File: src/rtl/mc_ctl_pkg.sv
package mc_ctl_pkg;

    localparam int OPC_W  = 6;
    localparam int FN_W   = 6;
    localparam int ACTL_W = 4;
    localparam int SEL_W  = 2;

    typedef enum logic [3:0] {
        S_FETCH, S_DECODE, S_MEMADR, S_MEMRD, S_MEMWB, S_MEMWR,
        S_REXEC, S_RWB, S_BRANCH, S_JUMP, S_XUNDEF, S_XOVF
    } state_e;

    localparam logic [OPC_W-1:0] OP_LW  = 6'h23;
    localparam logic [OPC_W-1:0] OP_SW  = 6'h2B;
    localparam logic [OPC_W-1:0] OP_RR  = 6'h00;
    localparam logic [OPC_W-1:0] OP_BEQ = 6'h04;
    localparam logic [OPC_W-1:0] OP_J   = 6'h02;

    localparam logic [SEL_W-1:0] SRCB_REG   = 2'b00;
    localparam logic [SEL_W-1:0] SRCB_FOUR  = 2'b01;
    localparam logic [SEL_W-1:0] SRCB_IMM   = 2'b10;
    localparam logic [SEL_W-1:0] SRCB_IMMSH = 2'b11;

    localparam logic [SEL_W-1:0] PCS_ALU = 2'b00;
    localparam logic [SEL_W-1:0] PCS_OUT = 2'b01;
    localparam logic [SEL_W-1:0] PCS_JMP = 2'b10;
    localparam logic [SEL_W-1:0] PCS_VEC = 2'b11;

    localparam logic [SEL_W-1:0] AOP_ADD = 2'b00;
    localparam logic [SEL_W-1:0] AOP_SUB = 2'b01;
    localparam logic [SEL_W-1:0] AOP_FN  = 2'b10;

    localparam logic [ACTL_W-1:0] ACTL_AND = 4'b0000;
    localparam logic [ACTL_W-1:0] ACTL_OR  = 4'b0001;
    localparam logic [ACTL_W-1:0] ACTL_ADD = 4'b0010;
    localparam logic [ACTL_W-1:0] ACTL_SUB = 4'b0110;
    localparam logic [ACTL_W-1:0] ACTL_SLT = 4'b0111;

    localparam logic [FN_W-1:0] FN_ADD = 6'h20;
    localparam logic [FN_W-1:0] FN_SUB = 6'h22;
    localparam logic [FN_W-1:0] FN_AND = 6'h24;
    localparam logic [FN_W-1:0] FN_OR  = 6'h25;
    localparam logic [FN_W-1:0] FN_SLT = 6'h2A;

    localparam logic CAUSE_UNDEF = 1'b0;
    localparam logic CAUSE_OVF   = 1'b1;

    typedef struct packed {
        logic              mem_rd;
        logic              mem_wr;
        logic              i_or_d;
        logic              ir_we;
        logic              pc_we;
        logic              pc_cond;
        logic [SEL_W-1:0]  pc_src;
        logic              src_a;
        logic [SEL_W-1:0]  src_b;
        logic [SEL_W-1:0]  alu_op;
        logic              reg_we;
        logic              reg_dst;
        logic              mem_to_reg;
        logic              epc_we;
        logic              cause_we;
        logic              cause_code;
    } ctl_s;

    function automatic state_e dispatch(input logic [OPC_W-1:0] op);
        case (op)
            OP_LW, OP_SW: return S_MEMADR;
            OP_RR:        return S_REXEC;
            OP_BEQ:       return S_BRANCH;
            OP_J:         return S_JUMP;
            default:      return S_XUNDEF;
        endcase
    endfunction

    function automatic logic op_known(input logic [OPC_W-1:0] op);
        return (op == OP_LW) || (op == OP_SW) || (op == OP_RR) ||
               (op == OP_BEQ) || (op == OP_J);
    endfunction

endpackage

File: src/rtl/mc_ctl_next.sv
module mc_ctl_next
    import mc_ctl_pkg::*;
(
    input  logic             clk,
    input  logic             rst,
    input  logic [OPC_W-1:0] opcode,
    input  logic             ovf,
    output state_e           state_q
);

    state_e state_d;

    always_comb begin
        case (state_q)
            S_FETCH:  state_d = S_DECODE;
            S_DECODE: state_d = dispatch(opcode);
            S_MEMADR: state_d = (opcode == OP_LW) ? S_MEMRD : S_MEMWR;
            S_MEMRD:  state_d = S_MEMWB;
            S_REXEC:  state_d = ovf ? S_XOVF : S_RWB;
            default:  state_d = S_FETCH;
        endcase
    end

    always_ff @(posedge clk) begin
        if (rst) state_q <= S_FETCH;
        else     state_q <= state_d;
    end

    assert_fetch_decode_R8: assert property (@(posedge clk) disable iff (rst)
        state_q == S_FETCH |=> state_q == S_DECODE);

    assert_undef_entry_R9: assert property (@(posedge clk) disable iff (rst)
        (state_q == S_DECODE && !op_known(opcode)) |=> state_q == S_XUNDEF);

    assert_ovf_entry_R10: assert property (@(posedge clk) disable iff (rst)
        (state_q == S_REXEC && ovf) |=> state_q == S_XOVF);

    assert_exc_return_R9: assert property (@(posedge clk) disable iff (rst)
        (state_q == S_XUNDEF || state_q == S_XOVF) |=> state_q == S_FETCH);

endmodule

File: src/rtl/mc_ctl_out.sv
module mc_ctl_out
    import mc_ctl_pkg::*;
(
    input  state_e state_q,
    output ctl_s   ctl
);

    always_comb begin
        ctl = '0;
        case (state_q)
            S_FETCH: begin
                ctl.mem_rd = 1'b1;
                ctl.ir_we  = 1'b1;
                ctl.pc_we  = 1'b1;
                ctl.src_b  = SRCB_FOUR;
                ctl.alu_op = AOP_ADD;
                ctl.pc_src = PCS_ALU;
            end
            S_DECODE: begin
                ctl.src_b  = SRCB_IMMSH;
                ctl.alu_op = AOP_ADD;
            end
            S_MEMADR: begin
                ctl.src_a  = 1'b1;
                ctl.src_b  = SRCB_IMM;
                ctl.alu_op = AOP_ADD;
            end
            S_MEMRD: begin
                ctl.mem_rd = 1'b1;
                ctl.i_or_d = 1'b1;
            end
            S_MEMWB: begin
                ctl.reg_we     = 1'b1;
                ctl.mem_to_reg = 1'b1;
            end
            S_MEMWR: begin
                ctl.mem_wr = 1'b1;
                ctl.i_or_d = 1'b1;
            end
            S_REXEC: begin
                ctl.src_a  = 1'b1;
                ctl.src_b  = SRCB_REG;
                ctl.alu_op = AOP_FN;
            end
            S_RWB: begin
                ctl.reg_we  = 1'b1;
                ctl.reg_dst = 1'b1;
            end
            S_BRANCH: begin
                ctl.src_a   = 1'b1;
                ctl.src_b   = SRCB_REG;
                ctl.alu_op  = AOP_SUB;
                ctl.pc_cond = 1'b1;
                ctl.pc_src  = PCS_OUT;
            end
            S_JUMP: begin
                ctl.pc_we  = 1'b1;
                ctl.pc_src = PCS_JMP;
            end
            S_XUNDEF, S_XOVF: begin
                ctl.epc_we     = 1'b1;
                ctl.cause_we   = 1'b1;
                ctl.cause_code = (state_q == S_XOVF) ? CAUSE_OVF : CAUSE_UNDEF;
                ctl.pc_we      = 1'b1;
                ctl.pc_src     = PCS_VEC;
                ctl.src_b      = SRCB_FOUR;
                ctl.alu_op     = AOP_SUB;
            end
            default: ctl = '0;
        endcase
    end

endmodule

File: src/rtl/mc_alu_dec.sv
module mc_alu_dec
    import mc_ctl_pkg::*;
(
    input  logic [SEL_W-1:0]  alu_op,
    input  logic [FN_W-1:0]   funct,
    output logic [ACTL_W-1:0] alu_ctl
);

    always_comb begin
        case (alu_op)
            AOP_SUB: alu_ctl = ACTL_SUB;
            AOP_FN: begin
                case (funct)
                    FN_SUB:  alu_ctl = ACTL_SUB;
                    FN_AND:  alu_ctl = ACTL_AND;
                    FN_OR:   alu_ctl = ACTL_OR;
                    FN_SLT:  alu_ctl = ACTL_SLT;
                    default: alu_ctl = ACTL_ADD;
                endcase
            end
            default: alu_ctl = ACTL_ADD;
        endcase
    end

endmodule

File: src/rtl/mc_ctl.sv
module mc_ctl
    import mc_ctl_pkg::*;
(
    input  logic              clk,
    input  logic              rst,
    input  logic [OPC_W-1:0]  opcode,
    input  logic [FN_W-1:0]   funct,
    input  logic              ovf,
    output logic              mem_rd,
    output logic              mem_wr,
    output logic              i_or_d,
    output logic              ir_we,
    output logic              pc_we,
    output logic              pc_cond,
    output logic [SEL_W-1:0]  pc_src,
    output logic              src_a,
    output logic [SEL_W-1:0]  src_b,
    output logic [SEL_W-1:0]  alu_op,
    output logic [ACTL_W-1:0] alu_ctl,
    output logic              reg_we,
    output logic              reg_dst,
    output logic              mem_to_reg,
    output logic              epc_we,
    output logic              cause_we,
    output logic              cause_code
);

    state_e state_q;
    ctl_s   ctl;

    mc_ctl_next u_next (
        .clk     (clk),
        .rst     (rst),
        .opcode  (opcode),
        .ovf     (ovf),
        .state_q (state_q)
    );

    mc_ctl_out u_out (
        .state_q (state_q),
        .ctl     (ctl)
    );

    mc_alu_dec u_alu (
        .alu_op  (ctl.alu_op),
        .funct   (funct),
        .alu_ctl (alu_ctl)
    );

    assign mem_rd     = ctl.mem_rd;
    assign mem_wr     = ctl.mem_wr;
    assign i_or_d     = ctl.i_or_d;
    assign ir_we      = ctl.ir_we;
    assign pc_we      = ctl.pc_we;
    assign pc_cond    = ctl.pc_cond;
    assign pc_src     = ctl.pc_src;
    assign src_a      = ctl.src_a;
    assign src_b      = ctl.src_b;
    assign alu_op     = ctl.alu_op;
    assign reg_we     = ctl.reg_we;
    assign reg_dst    = ctl.reg_dst;
    assign mem_to_reg = ctl.mem_to_reg;
    assign epc_we     = ctl.epc_we;
    assign cause_we   = ctl.cause_we;
    assign cause_code = ctl.cause_code;

    assert_mem_excl_R4: assert property (@(posedge clk) disable iff (rst)
        !(mem_rd && mem_wr));

    assert_branch_last_R6: assert property (@(posedge clk) disable iff (rst)
        pc_cond |=> (mem_rd && ir_we));

    assert_wb_last_R5: assert property (@(posedge clk) disable iff (rst)
        reg_we |=> (mem_rd && ir_we));

    assert_fn_decode_R11: assert property (@(posedge clk) disable iff (rst)
        (alu_op == AOP_SUB) |-> (alu_ctl == ACTL_SUB));

endmodule

File: config.mk
export PLATFORM = sky130hd
export DESIGN_NAME = mc_ctl
export DESIGN_NICKNAME = d
export VERILOG_FILES = /design/src/rtl/mc_ctl_pkg.sv /design/src/rtl/mc_ctl_next.sv /design/src/rtl/mc_ctl_out.sv /design/src/rtl/mc_alu_dec.sv /design/src/rtl/mc_ctl.sv
export SDC_FILE = /design/constraint.sdc
export NUM_CORES = 1
export LEC_CHECK = 0
export BUFFER_PORTS_ARGS = -buffer_cell sky130_fd_sc_hd__buf_2
export CAP_MARGIN = 30
export CELL_PAD_IN_SITES_DETAIL_PLACEMENT = 0
export CELL_PAD_IN_SITES_GLOBAL_PLACEMENT = 1
export CORE_ASPECT_RATIO = 0.7
export CORE_UTILIZATION = 28
export DETAILED_ROUTE_END_ITERATION = 8
export PLACE_DENSITY_LB_ADDON = 0.3
export SYNTH_ARGS = -nofsm -noshare
export SYNTH_HDL_FRONTEND = slang
export SYNTH_HIERARCHICAL = 1
export SYNTH_SLANG_ARGS = --single-unit
export TNS_END_PERCENT = 1
File: constraint.sdc
create_clock -name clk -period 2.3 [get_ports clk]
set_clock_uncertainty 0.15 [all_clocks]
set_input_delay 0.345 -clock clk [delete_from_list [all_inputs] [get_ports clk]]
set_output_delay 0.345 -clock clk [all_outputs]
set_load 0.05 [all_outputs]
### Yosys cells after proc, flatten, opt, wreduce, memory -nomap -nowiden

Index checks and enable logic that the tools add are counted.

| cells by class | value |
|---|---|
| add/subtract/negate cells | 0 |
| multiply operators | 0 |
| divide/modulo/power cells | 0 |
| magnitude comparators | 0 |
| equal/unequal tests | 21 |
| shifts and indexed selects | 0 |
| muxes and demuxes | 20 |
| bitwise gates (word level) | 0 |
| reduce and logical (&&, ||, !) cells | 9 |

Operator list:

| operator | count |
|---|---|
| equality test 6 bit (second input constant) | 6 |
| case mux 4 bit (6 select lines) | 1 |
| case mux 4 bit (5 select lines) | 1 |
| equality test 4 x 3 -> 1 bit (second input constant) | 4 |
| equality test 4 bit (second input constant) | 4 |
| case mux 4 bit (4 select lines) | 1 |
| case mux 3 bit (4 select lines) | 1 |
| 2-to-1 mux 1 bit | 11 |
| OR reduction 2 bit | 5 |
| equality test 4 x 2 -> 1 bit (second input constant) | 2 |
| case mux 4 bit (2 select lines) | 1 |
| equality test 6 x 2 -> 1 bit (second input constant) | 1 |
| equality test 6 x 3 -> 1 bit (second input constant) | 1 |
| zero test 6 bit | 1 |
| 2-to-1 mux 3 bit | 2 |
| case mux 2 bit (3 select lines) | 1 |
| equality test 4 x 1 -> 1 bit (second input constant) | 1 |
| zero test 4 bit | 1 |
| 2-to-1 mux 4 bit | 1 |
| OR reduction 4 bit | 1 |
| OR reduction 3 bit | 1 |
| equality test 2 x 1 -> 1 bit (second input constant) | 1 |
| equality test 2 bit (second input constant) | 1 |

| word-level totals | value |
|---|---|
| flip-flop bits (word level) | 4 |
| bits in latches | 0 |
| bits in writable memories | 0 |
| memory bits (read-only) | 0 |
| word-level logic and storage cells | 51 |
| memories kept | 0 |

### Depth between registers and ports, before layout

Gate-level depths: netlist (run 1).

| depth | value |
|---|---|
| depth in word-level cells | 5 |
| mapped depth | 7 |
| mapped depth without buffers | 6 |

### Modules after synthesis

The synthesis (run 1) kept the hierarchy.

By module, submodules not included:

| module | times used | cells each | area each (um2) | sequential area each (um2) |
|---|---|---|---|---|
| mc_ctl_next | 1 | 31 | 256.5 | 80.1 |
| mc_ctl_out | 1 | 32 | 237.7 | 0.0 |
| mc_alu_dec | 1 | 17 | 130.1 | 0.0 |

### Worst setup path after synthesis (run 1)

No wires, ideal clock.

| timing | value |
|---|---|
| path type | register to output |
| start | reg u_next.state_q[1] |
| end | out alu_ctl[2] |
| data arrival time | 3.325 ns |
| required time | 1.805 ns |
| setup slack | -1.520 ns |
| stages on the path, launching flop included | 7 |
| path buffers | 1 |
| cells stage by stage | dfxtp_1 > buf_6 > inv_1 > nor3_1 > ha_1 > nand4bb_1 > o22ai_1 |

| on the way | value |
|---|---|
| cells in the longest elaborated chain, start to end | 5 |
| elaborated cells on any way between the ends | 12 |

RTL lines:

| what | RTL line | RTL |
|---|---|---|
| from (decl) | mc_ctl_next.sv:8 | `output state_e state_q` |
| from (signal assigned) | mc_ctl_next.sv:26 | `else state_q <= state_d;` |
| equality test 4 bit | mc_ctl_out.sv:10 | `case (state_q)` |
| OR reduction 2 bit | mc_ctl_out.sv:10 |  |
| case mux 4 bit (6 select lines) (*) | mc_ctl_out.sv:10 |  |
| via alu_op[1] | mc_ctl.sv:18 | `output logic [SEL_W-1:0] alu_op,` |
| equality test 2 bit or equality test 2 x 1 -> 1 bit (tied branches) | mc_alu_dec.sv:10 | `case (alu_op)` |
| case mux 4 bit (2 select lines) (*) | mc_alu_dec.sv:10 |  |
| to (decl) | mc_ctl.sv:19 | `output logic [ACTL_W-1:0] alu_ctl,` |

The timed path passes the listed nets; every way through them passes the cells marked *.

### Final worst setup path (run 1)

| timing | value |
|---|---|
| start | reg u_next.state_q[1] |
| end | out alu_ctl[2] |

| on the way | value |
|---|---|
| cells in the longest elaborated chain, start to end | 5 |
| elaborated cells on any way between the ends | 12 |

RTL lines:

| what | RTL line |
|---|---|
| equality test 4 bit | mc_ctl_out.sv:10 |
| OR reduction 2 bit | mc_ctl_out.sv:10 |
| case mux 4 bit (6 select lines) (*) | mc_ctl_out.sv:10 |
| equality test 2 bit or equality test 2 x 1 -> 1 bit (tied branches) | mc_alu_dec.sv:10 |
| case mux 4 bit (2 select lines) (*) | mc_alu_dec.sv:10 |

Every way passes the cells marked *; elsewhere a longest branch is shown, timed or not.

==> impl.org, run 1 <==
** Synth
- During synthesis, Yosys emitted a total of 6 warnings.
- The number of nets handed over by synthesis was 97.
- The synthesized netlist contains 39 unique library cells.
- Register bit total from synthesis :: 4
- Each instance of the synthesized netlist takes up on average 7.80 sq um.
- Share of the yosys chip area belonging to registers :: 12.8%
- Summing every instance area after synthesis gives 624 sq um.
- Synthesized instance count :: 80

** Clocking
- For this design, the CTS-stage hold fixing added 0 buffers.
- Clock buffer count from CTS :: 3
- Clk_lat worst skew :: 0.24 ns
- The tree is rooted in a sky130_fd_sc_hd__clkbuf_4.
- Num Clock Sinks :: 4
- The clock passes through at most 2 buffers.
- CTS built an H-tree with a depth of 1.
- TritonCTS clock tree :: yes
- Clock input transition at the sequential cells of the worst setup and hold paths :: 0.04 ns

** Placement
- Including well taps, the total number of placed cells is 147.
- Buffers added on ports :: 36
- Gpl congestion :: 0.817
- Detail Placement HPWL :: 1460 um

** Power
- Across the VDD grid, the largest voltage drop is 405 uV.
- Leak pwr :: 0.428 nW
- Dividing total power by cell area gives a power density of 562 mW/mm^2.
- Total power of the final layout :: 0.582 mW

** Final layout
- Largest registers :: u_next/state_q: 4 flops
- Area growth, synth to finish :: 65.9%
- Layout cells sized above 1 :: 60.8%
- Number of flip-flops under the largest register name :: 4
- Counting flops per register, the top entry is u_next/state_q.
- Number of cells in the finished layout apart from fillers :: 155
- Leaving out fill and tap cells, the most frequent cells in the layout are sky130_fd_sc_hd__buf_2, sky130_fd_sc_hd__nor2_1, sky130_fd_sc_hd__buf_4.
- Number of nets in the finished design :: 143
- Ant diodes :: 0
- Commonest non-fill, non-tap cell in the layout :: sky130_fd_sc_hd__buf_2

** Worst setup path
- Critical-path top delay cell :: sky130_fd_sc_hd__dfxtp_4
- The largest single stage delay on the critical path is 0.35 ns.
- At the worst endpoint, the arrival time is 1.81 ns.
- Grouping stages by cell kind, the critical path spends the most delay in simple AND/OR/NAND/NOR gates.
- The worst setup path is captured at an output pin.
- For the worst setup path, the data required time is 1.80 ns.
- Critical Path, Cell by Cell :: clkinvlp_4 -> nor3_4 -> ha_4 -> nand4bb_4 -> o22ai_4 -> buf_6
- Worst-path fanout max :: 4
- The critical path contains buffers and inverters numbering 2 combined.
- Type of the worst setup path :: register to output pin
- The worst setup path is launched from a register.

** Die
- Standard-cell rows :: 13
- The die covers 0.00243 sq mm.
- IO Count :: 38
- In this run the vertical extent of the chip is 41.5 um.
- In this run the horizontal extent of the chip is 58.4 um.
- Initial core utilization :: 31.7%
- The total area inside the core boundary comes to 0.00197 sq mm.

** Global route
- Pin count of the biggest net entering global routing :: 16
- Initial antenna violation count :: 0
- The number of global-route vias before repair was 689.
- Global routing usage summed across all routing layers :: 17.0%
- Remaining global-route overflow :: 0
- First-pass GRT wire length :: 3230 um

** Route
- Average routed wire per standard cell :: 12.0 um
- 1st-pass router iterations :: 4
- Dividing the detail-routed via count by the number of cells gives 4.76.
- Detailed router's first-iteration violation count :: 37
- Number of remaining DRC errors :: 0
- The routed layout has 738 vias.
- Antenna Violating Nets Remaining :: 0
- For this block, the routed nets add up to 1850 um of wire.

** Timing
- The routed design could run at a clock period as short as 2.31 ns.
- Setup repair after global routing could not meet its margin everywhere.
- Total count of hold-check failures in the final report :: 0
- The number of pins exceeding their max-slew limit in the final report was 0.
- Dividing the final minimum period by the clock period gives 100%.
- For this run, the top clock speed supported by timing is 0.434 GHz.
- Number of endpoints failing setup at the final stage :: 2
- Post-layout worst setup margin :: -0.00598 ns

** Flow run
- Max_cap viols :: 0

** Outcome
- Violated checks :: setup timing
- The flow ran to the end, but the final reports show violations.

** Hold path
- Kind of path behind the tightest hold check :: input pin to register
[metal layers]
layer	GRT usage, %	wire [um]	up-vias
met1	24.2	915	332
met4	4.29	11	0
li1	-	-	379
met2	26.4	836	24
met5	0	0	-
met3	3.12	89	3
[final cells by class]
cell class	count	area (sq um)
clock buffer	4	26.3
tap	30	37.5
timing repair buffer	46	274
multi-input combinational	65	586
fill	201	932
sequential	4	86.3
inverter	6	26.3
[worst min-delay path, stage by stage]
cell and delay [ns]:
sky130_fd_sc_hd__buf_2 0.08, sky130_fd_sc_hd__or2_2 0.12, sky130_fd_sc_hd__a311oi_1 0.04
[synthesized netlist by cell type (all sizes together)]
cell type / instances / share of area, %
nor2b: 2 / 2.4
xnor2: 2 / 2.8
nor2: 11 / 6.6
o31ai: 1 / 3.4
nor3: 6 / 5.6
a41oi: 1 / 1.4
nand4: 1 / 1.0
o21ai: 2 / 1.6
inv: 6 / 3.6
nor3b: 4 / 6.4
xor2: 2 / 4.0
nand3: 2 / 1.6
nand2: 3 / 1.8
nor4b: 1 / 1.4
nand4bb: 3 / 6.2
a21oi: 3 / 2.4
o22ai: 1 / 1.0
ha: 2 / 4.0
or3: 1 / 1.8
or3b: 2 / 2.8
or2: 2 / 2.0
buf: 5 / 6.6
conb: 1 / 0.60
a221oi: 1 / 1.4
a311oi: 1 / 1.4
nor4: 1 / 2.0
o32ai: 1 / 1.4
dfxtp: 4 / 13
nand2b: 3 / 3.0
o21bai: 1 / 1.2
a31oi: 3 / 3.0
o311ai: 1 / 2.6
[power breakdown]
part	leakage (nW)	total (mW)	switching (mW)	internal [mW]
sequential	0.0345	0.0922	0.0136	0.0786
clock	0.0150	0.0981	0.0327	0.0654
combinational	0.379	0.392	0.267	0.125
[path summary, 6_finish.rpt]
path	end	depth (start not counted)	startpoint	slack, ns
worst max register to register	u_next/state_q[3]	4	u_next/state_q[0]	0.70
worst min-delay path	u_next/state_q[3]	3	rst	0.24
worst max-delay path	alu_ctl[2]	6	u_next/state_q[1]	-0.006
worst min register to register	u_next/state_q[3]	2	u_next/state_q[3]	0.48
[timing repair]
action | in CTS | in global routing
endpoints found under the setup margin | 3 | 3
setup buffers | 2 | 2
pin swaps | 2 | 2
gates resized for setup | 9 | 2
[kinds of logic (layout without fill, tap and decap cells)]
family / after synthesis / count (layout) / synth area share (%)
buf+inv: 11 / 56 / 10.2
xor+xnor: 4 / 4 / 6.82
compound gates: 16 / 16 / 20.8
fa+ha+maj: 2 / 2 / 4.01
simple gates: 42 / 42 / 44.7
flops: 4 / 4 / 12.8
other cells: 1 / 1 / 0.601
[metrics by stage]
step / util (%) / TNS [ns] / worst slack, ns / hold slack (ns) / instance area [sq um]
2_1_floorplan: - / -1.04 / -0.305 / 0.369 / 719
3_3_place_gp: 47.6 / 0 / 0.178 / 0.502 / 937
3_5_place_dp: 47.6 / 0 / 0.144 / 0.495 / 937
4_1_cts: 51.6 / 0 / 0.00304 / 0.234 / 1010
5_1_grt: 52.6 / -0.185 / -0.0929 / 0.248 / 1040
6_report: 52.6 / -0.0112 / -0.00598 / 0.238 / 1040
Note: power is estimated with default switching activity, not from simulation.
==> run 2: changes to the inputs <==
--- a/config.mk
+++ b/config.mk
@@ -10,7 +10,7 @@
 export CELL_PAD_IN_SITES_DETAIL_PLACEMENT = 0
 export CELL_PAD_IN_SITES_GLOBAL_PLACEMENT = 1
 export CORE_ASPECT_RATIO = 0.7
-export CORE_UTILIZATION = 28
+export CORE_UTILIZATION = 30
 export DETAILED_ROUTE_END_ITERATION = 8
 export PLACE_DENSITY_LB_ADDON = 0.3
 export SYNTH_ARGS = -nofsm -noshare
==> constraint.sdc (replaced) <==
create_clock -name clk -period 2.7 [get_ports clk]
set_clock_uncertainty 0.15 [all_clocks]
set_input_delay 0.405 -clock clk [delete_from_list [all_inputs] [get_ports clk]]
set_output_delay 0.405 -clock clk [all_outputs]
set_load 0.05 [all_outputs]
==> run 2 against run 1 <==
Against the previous run: the flow now finishes without violations; clock-buffer cell count decreased by 1; global-route usage decreased by 2.6 points; sequential share of layout area increased by 0.61 points; first-iteration DRC count decreased by 43%; sequential cell count unchanged; routed wire length decreased by 14%; via count decreased by 2.0%; largest power group unchanged; highest routed layer unchanged.
==> impl.org, run 2 (synthesis results as in run 1) <==
** Timing
- For this run, the top clock speed supported by timing is 0.390 GHz.
- Aggregate negative setup slack :: 0 ns
- Max-slew violation count :: 0
- For the finished layout, the period the worst path requires is 2.57 ns.
- Unrepaired setup endpoints after global routing :: no
- The hold violation total from the final report is 0.
- Hold is met by 0.324 ns.
- Setup violations remaining at the end of the flow were counted as 0.
- Final worst-path cycle share :: 95.0%

** Outcome
- Outcome :: complete, no violations

** Worst setup path
- Origin of the critical flop-to-flop path :: u_next/state_q[0]
- Data on the critical path arrives at its endpoint at 2.01 ns.
- The worst setup path is captured at an output pin.
- The critical path ends at alu_ctl[2].
- In this run the worst path has a maximum fanout of 9.
- Required time at the endpoint of the critical path :: 2.14 ns
- Crit path from :: u_next/state_q[3]
- Startpoint kind of the worst setup timing path :: register
- The worst register-to-register path ends at u_next/state_q[3].
- The setup path with the least slack is of type register to output pin.
- Worst reg2reg setup slack :: 0.92 ns
- Measured in cells, the most critical reg-to-reg path has a length of 4.

** Power
- Worst IR drop on VDD :: 307 uV
- Switching part of the total :: 55.5%
- Switching Power :: 0.257 mW
- Clock network fraction of design power :: 16.4%
- Share of power burned in combinational logic :: 66.1%
- In this run the power density over the cells is 503 mW/mm^2.
- Internal Dissipation :: 0.207 mW
- Leak pwr :: 0.386 nW
- Portion of total power attributed to sequential cells :: 17.6%

** Final layout
- u_next/state_q holds more flip-flops than any other register.
- After routing the design area is 923 sq um.
- The post-route netlist has 54.7% of its cells at a drive strength greater than 1.
- Fill cell count :: 194
- Ant diodes :: 0
- In the final layout, the multi-input gates occupy 566 sq um.
- In the layout the commonest cells are sky130_fd_sc_hd__buf_2, sky130_fd_sc_hd__nor2_1, sky130_fd_sc_hd__inv_1.
- Number of flip-flops under the largest register name :: 4
- Sequential cell area :: 82.6 sq um
- Number of nets in the finished design :: 136
- The largest registers in the layout are u_next/state_q: 4 flops.
- Cells fill 48.5% of the core in the end.
- Commonest non-fill, non-tap cell in the layout :: sky130_fd_sc_hd__buf_2
- Relative to the synthesized area, the layout overhead comes to 47.9%.

** Clocking
- Buffers inserted during clock tree synthesis total 3.
- Clock tree synthesis selected as its root buffer the cell sky130_fd_sc_hd__clkbuf_4.
- H-tree depth :: 1
- Clk_lat worst skew :: 0.24 ns
- Num Clock Sinks :: 4
- Max Buffers Root-to-Sink :: 2
- After clock tree synthesis, the clock-pin slew on the worst setup and hold paths is 0.04 ns.
- Once the clock tree was built, the resizer swapped 0 gates to a different size.
- TritonCTS clock tree :: yes
- Post-CTS Hold Buffers :: 0
- Count of buffers added by post-CTS timing repair for setup :: 0

** Global route
- Global routing consumed, over all layers together, 14.4% of the routing resources.
- The first global-routing pass estimated 2510 um of wire.
- Initial antenna violation count :: 0
- Remaining global-route overflow :: 0
- Via count of the first global-routing pass :: 579
- Entering global routing, the biggest net connects 16 pins.

** Die
- Vertical die dimension :: 40.2 um
- The floorplan has 13 rows.
- Pin placement for this block handled 38 I/O pins.
- The region available for standard cell placement spans 0.00190 sq mm.
- Die Area :: 0.00227 sq mm
- Once the floorplan was initialized, standard cells occupied 32.8% of the core.
- Die Wd :: 56.5 um

** Route
- Detailed routing inserted a total of 723 vias.
- After detailed routing, the number of vias per cell comes to 5.20.
- After detailed routing, the number of remaining DRC violations is 0.
- Antenna Violating Nets Remaining :: 0
- 1st-pass router iterations :: 4
- The final layout contains routed wiring with a total length of 1600 um.
- Average routed wire per standard cell :: 11.5 um
- After the first detailed-routing iteration, the DRC count stood at 21.

** Placement
- Buffers added on ports :: 36
- At the end of routability-driven placement, the weighted congestion stood at 0.773.
- Detailed placement finished with a half-perimeter wire length of 1280 um.
- Standard cell area after detailed placement :: 898 sq um

** Flow run
- Max_cap viols :: 0

** Hold path
- Kind of path behind the tightest hold check :: input pin to register
==> run 2: cell count changes in the layout (fill, tap and decap cells not counted), moves of 2 or more <==
cell / delta
sky130_fd_sc_hd__buf_4: -7
sky130_fd_sc_hd__buf_2: +3
sky130_fd_sc_hd__buf_6: -3
sky130_fd_sc_hd__nand2b_4: -2
==> run 2: power groups by stage <==
stage	Clock [mW]	Combinational, mW	Sequential, mW
after global placement	0	0.306	0.0816
final	0.0760	0.307	0.0815
after global routing	0.0812	0.323	0.0830
after detailed placement	0	0.306	0.0825
after CTS	0.0787	0.306	0.0815
after floorplan	0	0.247	0.0805
==> run 2: worst min path at each step <==
stage / from / end / slack [ns] / cells past startpoint
5_1_grt: rst / u_next/state_q[3] / 0.33 / 3
3_3_place_gp: u_next/state_q[2] / u_next/state_q[3] / 0.45 / 2
4_1_cts: rst / u_next/state_q[0] / 0.32 / 3
6_report: rst / u_next/state_q[1] / 0.32 / 4
3_5_place_dp: u_next/state_q[2] / u_next/state_q[3] / 0.47 / 2
2_1_floorplan: u_next/state_q[1] / u_next/state_q[0] / 0.36 / 2
==> run 2: per-stage QoR <==
stage          setup WS [ns]  instances  power (mW)
2_1_floorplan         0.0199         80       0.327
3_3_place_gp           0.376        136       0.388
3_5_place_dp           0.331        136       0.388
4_1_cts               0.0786        139       0.467
5_1_grt               0.0184        139       0.488
6_report               0.135        139       0.464
==> run 2: final cells by class <==
cell class / count / area share (%)
clock buffer: 3 / 2.44
inverter: 6 / 2.44
multi-input combinational: 65 / 61.2
sequential: 4 / 8.94
tap: 22 / 2.98
timing repair buffer: 39 / 22.0
==> run 2: worst max-delay path, stage by stage, from the launching register on <==
cell	delay, ns
sky130_fd_sc_hd__dfxtp_1	0.39
sky130_fd_sc_hd__nand2b_2	0.28
sky130_fd_sc_hd__nor3_4	0.21
sky130_fd_sc_hd__ha_4	0.26
sky130_fd_sc_hd__nand4bb_4	0.26
sky130_fd_sc_hd__o22ai_4	0.11
sky130_fd_sc_hd__buf_2	0.28
==> run 2: routing by layer <==
layer / part of all wire [%] / track usage, % / up-vias / wire length [um]
met5: 0 / 0 / - / 0
met1: 46 / 17.7 / 321 / 740
met3: 7.7 / 5.81 / 2 / 123
met2: 46 / 25.0 / 35 / 731
met4: 0.37 / 1.83 / 0 / 6
li1: - / - / 365 / -
